[config.mk]
export PLATFORM = sky130hd
export DESIGN_NAME = enc_quad_emu
export DESIGN_NICKNAME = d
export VERILOG_FILES = /design/src/rtl/enc_emu_pkg.sv /design/src/rtl/enc_res_decode.sv /design/src/rtl/enc_step_calc.sv /design/src/rtl/enc_quad_phase.sv /design/src/rtl/enc_quad_emu.sv
export SDC_FILE = /design/constraint.sdc
export NUM_CORES = 1
export LEC_CHECK = 0
export BUFFER_PORTS_ARGS = -buffer_cell sky130_fd_sc_hd__buf_2
export CAP_MARGIN = 20
export CELL_PAD_IN_SITES_DETAIL_PLACEMENT = 2
export CELL_PAD_IN_SITES_GLOBAL_PLACEMENT = 2
export CORE_MARGIN = 3
export CORE_UTILIZATION = 30
export DETAILED_ROUTE_END_ITERATION = 7
export GPL_ROUTABILITY_DRIVEN = 0
export PLACE_DENSITY = 0.73
export SKIP_LAST_GASP = 1
export SYNTH_ARGS = -nofsm -noshare
export SYNTH_HDL_FRONTEND = slang
export SYNTH_SLANG_ARGS = --single-unit
[constraint.sdc]
create_clock -name clk_i -period 9.8 [get_ports clk_i]
set_clock_uncertainty 0.05 [all_clocks]
set_input_delay 0.49 -clock clk_i [delete_from_list [all_inputs] [get_ports clk_i]]
set_output_delay 0.49 -clock clk_i [all_outputs]
set_load 0.02 [all_outputs]
[src/rtl/enc_emu_pkg.sv]
package enc_emu_pkg;

    // Resolution codes as {sel[1], sel[0]}
    typedef enum logic [1:0] {
        RES_COARSE = 2'b00,   // POS_W-6 bits
        RES_MID    = 2'b10,   // POS_W-4 bits
        RES_FINE   = 2'b01,   // POS_W-2 bits
        RES_FULL   = 2'b11    // POS_W bits
    } res_code_e;

    // Number of low angle bits discarded for a resolution code
    function automatic int unsigned drop_bits(res_code_e code);
        case (code)
            RES_COARSE: return 6;
            RES_MID:    return 4;
            RES_FINE:   return 2;
            default:    return 0;
        endcase
    endfunction

endpackage

[src/rtl/enc_res_decode.sv]
module enc_res_decode
    import enc_emu_pkg::*;
#(
    parameter int unsigned POS_W = 16,
    parameter int unsigned SH_W  = $clog2(POS_W)
) (
    input  logic [1:0]       res_sel_i,
    output logic [SH_W-1:0]  shift_o,
    output logic [POS_W-1:0] mask_o,
    output logic [POS_W-1:0] step_o
);
    logic [POS_W-1:0] ones;

    always_comb begin
        ones    = '1;
        shift_o = SH_W'(drop_bits(res_code_e'(res_sel_i)));
        mask_o  = ones << shift_o;
        step_o  = {{(POS_W-1){1'b0}}, 1'b1} << shift_o;
    end
endmodule

[src/rtl/enc_step_calc.sv]
module enc_step_calc #(
    parameter int unsigned POS_W = 16
) (
    input  logic [POS_W-1:0] trk_i,
    input  logic [POS_W-1:0] target_i,
    input  logic [POS_W-1:0] step_i,
    output logic             need_o,
    output logic             up_o,
    output logic [POS_W-1:0] trk_o
);
    logic [POS_W-1:0] diff;

    always_comb begin
        diff   = target_i - trk_i;            // modular distance
        need_o = |diff;
        up_o   = ~diff[POS_W-1];              // half turn (MSB only) goes down
        trk_o  = up_o ? (trk_i + step_i) : (trk_i - step_i);
    end
endmodule

[src/rtl/enc_quad_phase.sv]
module enc_quad_phase #(
    parameter int unsigned POS_W = 16,
    parameter int unsigned SH_W  = $clog2(POS_W)
) (
    input  logic [POS_W-1:0] trk_i,
    input  logic [SH_W-1:0]  shift_i,
    output logic             a_o,
    output logic             b_o,
    output logic             nm_o
);
    logic c0, c1;

    always_comb begin
        c0   = trk_i[shift_i];
        c1   = trk_i[shift_i + SH_W'(1)];
        // count 0 sits on A=B=1 so the marker lands in that quarter
        a_o  = ~c1 ^ c0;
        b_o  = ~c1;
        nm_o = (trk_i == '0);
    end
endmodule

[src/rtl/enc_quad_emu.sv]
module enc_quad_emu #(
    parameter int unsigned POS_W = 16
) (
    input  logic             clk_i,
    input  logic             rst_ni,
    input  logic [POS_W-1:0] pos_i,
    input  logic [1:0]       res_sel_i,
    input  logic             sig_valid_i,
    output logic             enc_a_o,
    output logic             enc_b_o,
    output logic             marker_o,
    output logic             dir_o
);
    localparam int unsigned SH_W = $clog2(POS_W);

    typedef struct packed {
        logic [POS_W-1:0] trk;
        logic [1:0]       res;
        logic             init;
        logic             a;
        logic             b;
        logic             nm;
        logic             dir;
    } emu_st_t;

    emu_st_t st_d, st_q;

    logic [SH_W-1:0]  shift;
    logic [POS_W-1:0] mask, step, target, trk_step, trk_nxt;
    logic             need, up, reload, ph_a, ph_b, ph_nm;

    enc_res_decode #(.POS_W(POS_W), .SH_W(SH_W)) u_res (
        .res_sel_i (res_sel_i),
        .shift_o   (shift),
        .mask_o    (mask),
        .step_o    (step)
    );

    assign target = pos_i & mask;
    assign reload = sig_valid_i && (!st_q.init || (res_sel_i != st_q.res));

    enc_step_calc #(.POS_W(POS_W)) u_step (
        .trk_i    (st_q.trk),
        .target_i (target),
        .step_i   (step),
        .need_o   (need),
        .up_o     (up),
        .trk_o    (trk_step)
    );

    always_comb begin
        if (reload)    trk_nxt = target;
        else if (need) trk_nxt = trk_step;
        else           trk_nxt = st_q.trk;
    end

    enc_quad_phase #(.POS_W(POS_W), .SH_W(SH_W)) u_phase (
        .trk_i   (trk_nxt),
        .shift_i (shift),
        .a_o     (ph_a),
        .b_o     (ph_b),
        .nm_o    (ph_nm)
    );

    always_comb begin
        st_d = st_q;
        if (sig_valid_i) begin
            st_d.trk = trk_nxt;
            st_d.a   = ph_a;
            st_d.b   = ph_b;
            st_d.nm  = ph_nm;
            if (reload) begin
                st_d.init = 1'b1;
                st_d.res  = res_sel_i;
            end else if (need) begin
                st_d.dir  = up;
            end
        end
    end

    always_ff @(posedge clk_i or negedge rst_ni) begin
        if (!rst_ni) begin
            st_q.trk  <= '0;
            st_q.res  <= '0;
            st_q.init <= 1'b0;
            st_q.a    <= 1'b1;
            st_q.b    <= 1'b1;
            st_q.nm   <= 1'b1;
            st_q.dir  <= 1'b1;
        end else begin
            st_q <= st_d;
        end
    end

    assign enc_a_o  = st_q.a;
    assign enc_b_o  = st_q.b;
    assign marker_o = st_q.nm;
    assign dir_o    = st_q.dir;
endmodule

; ---- Word-level counts from Yosys, hierarchy flattened
; Index checks and enable logic that the tools add are counted.
[word_totals]
elab_cells = 39
output_inout_bits = 4
in_bits = 21
regBits = 23
[op_classes]
reduce_logical = 8
order_cmp = 2
n_addsub = 4
bitwise = 5
shifts = 2
n_eq_ne = 3
n_mux = 8
[op_table]
columns = op, count
row1 = $mux W16, 3
row2 = $sub A16 B16 Y16, 2
row3 = $add A16 B16 Y16, 1
row4 = $and A16 B16 Y16, 1
row5 = $logic_not A16 Y1, 1
row6 = $reduce_or A16 Y1, 1
row7 = $shl A1 B3 Y16 const A, 1
row8 = $shl A16 B3 Y16 const A, 1
row9 = $pmux W3 S3, 1
row10 = $bmux W1 S4, 2
row11 = $lt A3 B5 Y1 const B, 1
row12 = $lt A4 B5 Y1 const B, 1
row13 = $add A3 B1 Y4 const B, 1
row14 = $not A1 Y1, 3
row15 = $reduce_and A3 Y1, 1
row16 = $eq A2 B1 Y1 const B, 1
row17 = $eq A2 B2 Y1 const B, 1
row18 = $logic_not A2 Y1, 1
row19 = $mux W1, 2
row20 = $ne A2 B2 Y1, 1
row21 = $reduce_and A2 Y1, 1
row22 = $logic_and A1 B1 Y1, 1
row23 = $logic_not A1 Y1, 1
row24 = $logic_or A1 B1 Y1, 1
row25 = $xor A1 B1 Y1, 1

; ---- Depth between registers and ports, before layout
; Gate-level depths: netlist (run 1).
[logic_depth]
depth_word = 12
mapped_depth = 24
ltp_nobuf = 22

; ---- Modules after synthesis
; Synthesis (run 1) repeated with hierarchy kept, for this count alone.
[unflattened]
hier_cells = 465
area_unflattened_um2 = 4070.2
[modules_own_cells]
columns = module, seq_area_each_um2, instances, cells_each, area_each_um2
row1 = enc_step_calc, 0.0, 1, 255, 1804.2
row2 = enc_quad_emu, 580.6, 1, 149, 1651.6
row3 = enc_quad_phase, 0.0, 1, 23, 352.8
row4 = enc_res_decode, 0.0, 1, 38, 261.5

; ---- Least setup slack after synthesis (run 1)
; OpenSTA, ideal clock, no wires.
[synth_path]
path_type = input -> register
startpoint = input port res_sel_i[1]
endpoint = register st_q (netlist bit marker_o)
setup_ps = 61
stages = 22
t_required_ps = 9689
path_buffers = 2
setup_slack_ps = 4369
arrival_time_ps = 5320
path_cell_list = buf_1 > and2_1 > nand2_1 > ha_1 > nand2b_1 > a21oi_2 > o21bai_1 > a2bb2oi_2 > xnor2_1 > clkbuf_1 > nand2b_1 > ha_1 > nor2b_1 > o31a_1 > o41a_1 > o41ai_1 > nor2b_1 > o21a_1 > o311a_1 > o22a_1 > nor4_2 > a22o_1
[synth_between]
elab_chain_cells = 9
word_cells_on_any_way = 18
cone_classes = add/sub: 3 / eq/ne: 3 / shift: 2 / mux: 4 / bitwise: 1 / reduce/logical: 5
[synth_rtl]
columns = item, line
row1 = from (decl), enc_quad_emu.sv:7  ; input logic [1:0] res_sel_i,
row2 = "$eq A2 B1 Y1, or another cell as far along", enc_emu_pkg.sv:13  ; case (code)
row3 = $pmux W3 S3, enc_emu_pkg.sv:13
row4 = $shl A16 B3 Y16, enc_res_decode.sv:17  ; mask_o = ones << shift_o;
row5 = $and A16 B16 Y16, enc_quad_emu.sv:39  ; assign target = pos_i & mask;
row6 = $sub A16 B16 Y16, enc_step_calc.sv:14  ; diff = target_i - trk_i;
row7 = $reduce_or A16 Y1 / $mux W16 (equally long branches), "enc_step_calc.sv:15, enc_step_calc.sv:17"
row8 = $mux W16, enc_quad_emu.sv:53  ; else if (need) trk_nxt = trk_step;
row9 = $mux W16 *, enc_quad_emu.sv:52  ; if (reload) trk_nxt = target;
row10 = $logic_not A16 Y1 *, enc_quad_phase.sv:19  ; nm_o = (trk_i == '0);
row11 = to (signal assigned), enc_quad_emu.sv:91  ; st_q <= st_d;
row12 = to (decl), enc_quad_emu.sv:26  ; emu_st_t st_d, st_q;
; Mark *: on every way between the ends. The rest lies on a longest branch, timed or not.
; A chain may end at the register's enable or synchronous reset.

; ---- Worst setup path in the final report (run 1)
[layout_path]
startpoint = input port res_sel_i[0]
endpoint = register st_q (netlist bit marker_o)
; Same word-level chain as after synthesis.

==> results of run 1 <==
[cells in the mapped netlist (4+ instances only)]
cell	number
o31ai_1	5
o41ai_1	5
dfstp_2	4
nor2b_1	11
ha_1	31
buf_2	4
dfrtp_1	19
o21ai_0	21
o211ai_1	9
nand4_1	8
a21oi_1	25
nand2_1	44
inv_1	29
xor2_1	4
clkbuf_1	10
a31oi_1	5
nand3_1	12
nand2b_1	10
or2_2	5
xnor2_1	13
nor3_1	9
a21o_1	6
o31a_1	4
and2_1	5
nor2_1	31
mux2i_1	11
o21a_1	9
[layout make-up]
cell class,instances,area share
Tap cell,136,0.0474
Inverter,29,0.0303
Sequential cell,23,0.162
Multi-Input combinational cell,351,0.711
Timing Repair Buffer,26,0.0376
Clock buffer,4,0.0125
[registers in the layout (all words and copies together) (netlist names)]
register and count:
enc_a_o 1, enc_b_o 1, marker_o 1, dir_o 1, st_q 19
[critical path: cells and delay by family]
kind	cells	cell delay, ps
compound gates	11	2900
simple gates	6	1150
fa+ha+maj	2	670
buf+inv	2	510
xor+xnor	1	150
[through the flow]
step	util	setup WS [ps]	hold WS, ps	instance area (sq um)
2_1_floorplan	-	4370	144	3320
3_3_place_gp	0.336	4150	456	3550
3_5_place_dp	0.336	3870	448	3550
4_1_cts	0.340	4120	187	3590
5_1_grt	0.340	3700	200	3590
6_report	0.340	4090	158	3590
[how the worst max path moves through the flow]
stage	start	endpoint	slack [ps]
after CTS	res_sel_i[0]	marker_o	4120
after global placement	res_sel_i[0]	marker_o	4150
after global routing	res_sel_i[0]	marker_o	3700
after floorplan	res_sel_i[1]	marker_o	4370
after detailed placement	res_sel_i[0]	marker_o	3870
final	res_sel_i[0]	marker_o	4090
[metal layers]
metal | part of all wire | vias to the layer above | wire [microns]
li1 | - | 1584 | -
met1 | 0.48 | 1647 | 5870
met2 | 0.48 | 45 | 5860
met3 | 0.029 | 10 | 358
met4 | 0.015 | 0 | 189
met5 | 0 | - | 0
[cells by family (layout without fill, tap and decap cells)]
group | Yosys count | after routing | synth area share
AOI/OAI and AO/OA | 134 | 134 | 0.308
xor gates and xnor gates | 17 | 17 | 0.0448
adders and majority gates | 32 | 32 | 0.123
buffers and inverters | 47 | 59 | 0.0591
DFF | 23 | 23 | 0.175
muxes | 15 | 15 | 0.0478
and+or+nand+nor | 153 | 153 | 0.243
==> metrics, run 1 <==
status finished, final reports clean; clock input transition at the sequential cells of the worst setup and hold paths 110 ps; Max clock buf depth 2; largest net degree at the start of global routing 37; EDFF count, synth 0; post-CTS setup buffers 0; Final Critical Period 5710 ps; placed cell count 565; share of cells above drive strength 1 0.159; drt drc 0; largest area contributor in the netlist dfrtp_1; Port Buf Inserts 24; # nets final between 400 and 500; GRT Overall Usage 0.201; vias in the first global route 3618; final wirelength 12300 microns; setup TNS 0 ps; Crit path required time 9970 ps; area grow syn2layout 8.09%; initial antenna violation count 0; clock sink count 23; vias per cell between 5 and 6; drt pass-1 iters 4; CTS Root Cell clkbuf_8; ys flop type dfrtp_1; met2 GRT Util 0.346; synth top area cells dfrtp_1 (14%), ha_1 (12%), nand2_1 (5.0%); I/O pin cnt 25; worst path cell trace buf_2 -> nor2_1 -> nor2b_1 -> ha_1 -> o21ai_2 -> a21bo_2 -> o21bai_1 -> a2bb2oi_2 -> xnor2_1 -> buf_4 -> nand2b_1 -> ha_1 -> nor2b_1 -> o31a_1 -> o41a_1 -> o41ai_1 -> nor2b_1 -> o21a_1 -> o311a_1 -> o22a_1 -> nor4_2 -> a22o_1; ys async rst share 1.00; DR vias 3286; Die Ht roughly 110 microns; Cells after Synth 421; Max-cap violations 0; die footprint 0.0124 sq mm; routing usage on met1 0.272; Hold Vio Cnt, Final 0; Hold Buf Count CTS 0; Yosys reg bits 23; Worst-Skew Late Latency roughly 280 ps; register area share after synthesis 0.175; FMAX around 180 MHz; r2r setup slk 4350 ps; Rows 37; # setup viols final 0; type of the worst setup path in2reg; 1st-iter DRT viols 145; reg2reg path depth 20; Period Utilization, post-route 0.583; headroom to the max-slew limit 0.411; most common cell after layout, fill and taps aside nand2_1; slowest cell on the critical path o41ai_1; Wirelength per Cell between 20 and 25 microns; Yosys warning count 0; CP Capture Type register; multi-input logic area 0.00255 sq mm; commonest cells after routing, fill and taps aside nand2_1 (44), nor2_1 (31), ha_1 (31); first-pass GRT wire length 20100 microns; CP Max Fanout 16; mapped cell area 0.00332 sq mm; Synth cell types between 70 and 80; delay of the slowest cell on the worst path around 550 ps; diode count 0; ANT nets after route 0; synthesized net count 474; RR Startpoint st_q[17]; post-CTS sizing 0; CTS tree built; H-tree Lvls 1; Mean Syn Cell Area between 7 and 8 sq um; met3 Use GR 0.0240; unrepaired setup endpoints after global routing false; GRT overflow 0; startpoint class of the critical path input pin; Starting Density 0.315; critical path arrival 5890 ps; FF+latch area 581 sq um; HPWL after detailed placement about 9900 microns; area of the core 0.0106 sq mm; Final Slew Violations 0; Filler cells 1260; Tightest Pin Transition 878 ps; Die Wd 111 microns; share of the synthesized area in the top cell type 0.143; GRT Max-Usage Layer met2; Hold Crit Class in2async; Reg2Reg Capture Point marker_o; most used cell, CP nor2b_1; fin cells about 570; CTS Buf Count 3
Power of run 1 is not shown: default switching activity piles up to over one toggle a cycle in this logic, so the estimate is an artifact.
==> run 2: changes to the inputs <==
--- a/config.mk
+++ b/config.mk
@@ -13,7 +13,7 @@
 export CORE_UTILIZATION = 30
 export DETAILED_ROUTE_END_ITERATION = 7
 export GPL_ROUTABILITY_DRIVEN = 0
-export PLACE_DENSITY = 0.73
+export PLACE_DENSITY = 0.76
 export SKIP_LAST_GASP = 1
 export SYNTH_ARGS = -nofsm -noshare
 export SYNTH_HDL_FRONTEND = slang
==> constraint.sdc (replaced) <==
create_clock -name clk_i -period 5.2 [get_ports clk_i]
set_clock_uncertainty 0.05 [all_clocks]
set_input_delay 0.26 -clock clk_i [delete_from_list [all_inputs] [get_ports clk_i]]
set_output_delay 0.26 -clock clk_i [all_outputs]
set_load 0.02 [all_outputs]
==> run 2 against run 1 <==
Against the previous run: worst setup slack worse by 3800 ps; hold slack better by 150 ps; first-iteration DRC count is 0.69% lower; utilization is 1.2 points higher; routed wire length is 2.8% higher; flip-flop and latch count stayed put; critical path type is now reg2reg; critical endpoint unchanged; die area stayed put; global-route usage is 0.059 points lower; count of clock-buffer cells in the layout is 1 lower; cell count is 1.8% higher; critical path depth is 3 lower.
==> metrics, run 2 (synthesis results as in run 1) <==
area of the core 0.0106 sq mm; initial antenna violation count 0; CP Max Fanout 9; clock input transition at the sequential cells of the worst setup and hold paths 110 ps; Hold Vio Cnt, Final 0; ANT nets after route 0; GRT overflow 0; largest net degree at the start of global routing 37; 1st-iter DRT viols 144; Tightest Pin Transition 799 ps; Port Buf Inserts 24; fin area 0.00372 sq mm; type of the worst setup path reg2reg; Die Ht 111 microns; worst path cell trace inv_1 -> ha_1 -> nand4_1 -> a311oi_2 -> a2bb2oi_2 -> xnor2_2 -> nand2b_1 -> ha_1 -> nor2b_1 -> o31a_1 -> o21ai_0 -> or3b_2 -> a21oi_1 -> o41ai_1 -> o221a_4 -> a2111oi_4 -> nand4_1 -> nor4_2 -> a22o_1; die footprint 0.0124 sq mm; CTS tree built; I/O pin cnt 25; vias in the first global route 3625; Worst-Skew Late Latency 280 ps; Final Critical Period 4910 ps; final wirelength 12600 microns; # nets final roughly 500; diode count 0; Final Slew Violations 0; H-tree Lvls 1; largest reg by FF count st_q; DR vias 3391; drt pass-1 iters 4; clock sink count 23; GRT Overall Usage 0.201; delay of the slowest cell on the worst path 480 ps; max reg flops 19; critical path arrival 5090 ps; Hold Crit Class in2reg; most common cell after layout, fill and taps aside nand2_1; # setup viols final 0; Filler cells roughly 1200; post-CTS setup buffers 0; CP Capture Type register; Max-cap violations 0; HPWL after detailed placement 9940 microns; dpl cell area 0.00362 sq mm; Period Utilization, post-route 0.944; drt drc 0; headroom to the max-slew limit 0.464; Rows 37; CTS Buf Count 3; startpoint class of the critical path register; Starting Density 0.315; Max clock buf depth 2; commonest cells after routing, fill and taps aside nand2_1 (44), nor2_1 (31), inv_1 (29), ha_1 (29); slowest cell on the critical path ha_1; Die Wd 111 microns; FMAX 204 MHz; Wirelength per Cell 21.8 microns; area grow syn2layout 11.8%; Crit path required time approximately 5400 ps; setup TNS 0 ps; CTS Root Cell clkbuf_8; status finished, final reports clean; vias per cell 5.86; first-pass GRT wire length between 20000 and 25000 microns; share of cells above drive strength 1 0.196
==> run 2: changes by cell type in the layout (fill, tap and decap cells not counted), moves of 2 or more <==
cell,delta
buf_4,+9
ha_1,-2
ha_2,+2
o41ai_1,-2
o41ai_2,+2
==> run 2: final cells by class <==
class                      count  area [sq um]  area share
multi-input combinational    351          2600       0.699
clock buffer                   3          41.3      0.0111
inverter                      29           109      0.0293
clock inverter                 1          5.00     0.00135
timing repair buffer          36           213      0.0572
sequential                    23           581       0.156
tap                          136           170      0.0458
==> run 2: repair_timing <==
action | in CTS | in global routing
hold buffers | 1 | 0
gates resized for setup | 0 | 8
setup endpoints to repair | 0 | 6
endpoints found under the hold margin | 19 | 0
==> run 2: through the flow <==
step | util | setup slack (ps) | cells | hold WS, ps
global route | 0.352 | -37.5 | 579 | 320
global placement | 0.343 | 245 | 574 | 247
finish | 0.352 | 290 | 579 | 303
CTS | 0.349 | 63.9 | 579 | 293
detailed placement | 0.343 | 65.8 | 574 | 262
floorplan | - | 136 | 421 | -85.6
==> run 2: routing by layer <==
metal	part of all wire	up-vias	track usage
met2	0.51	51	0.354
met4	0.015	0	0.0308
met1	0.45	1728	0.266
met3	0.031	12	0.0251
met5	0	-	0
li1	-	1600	-
==> run 2: critical path, delay by kind of cell, from the launching register on <==
kind,cells,cell delay [ps]
buffers and inverters,1,90
AO/OA/AOI/OAI,9,2050
AND/OR/NAND/NOR,6,1360
adder cells (fa/ha/maj),2,770
XOR/XNOR,1,140
flip-flops,1,400
==> run 2: worst paths after layout <==
| kind | slack, ps | start | to | depth (start not counted) |
|---|---|---|---|---|
| max | 290 | st_q[18] | marker_o | 19 |
| min | 300 | pos_i[9] | st_q[16] | 3 |
| max reg2reg | 290 | st_q[18] | marker_o | 19 |
| min reg2reg | 450 | enc_a_o | enc_a_o | 2 |
| max in group asynchronous | 4180 | rst_ni | st_q[13] | 2 |
| min in group asynchronous | 490 | rst_ni | st_q[22] | 2 |
Power of run 2 is left out for the same reason.
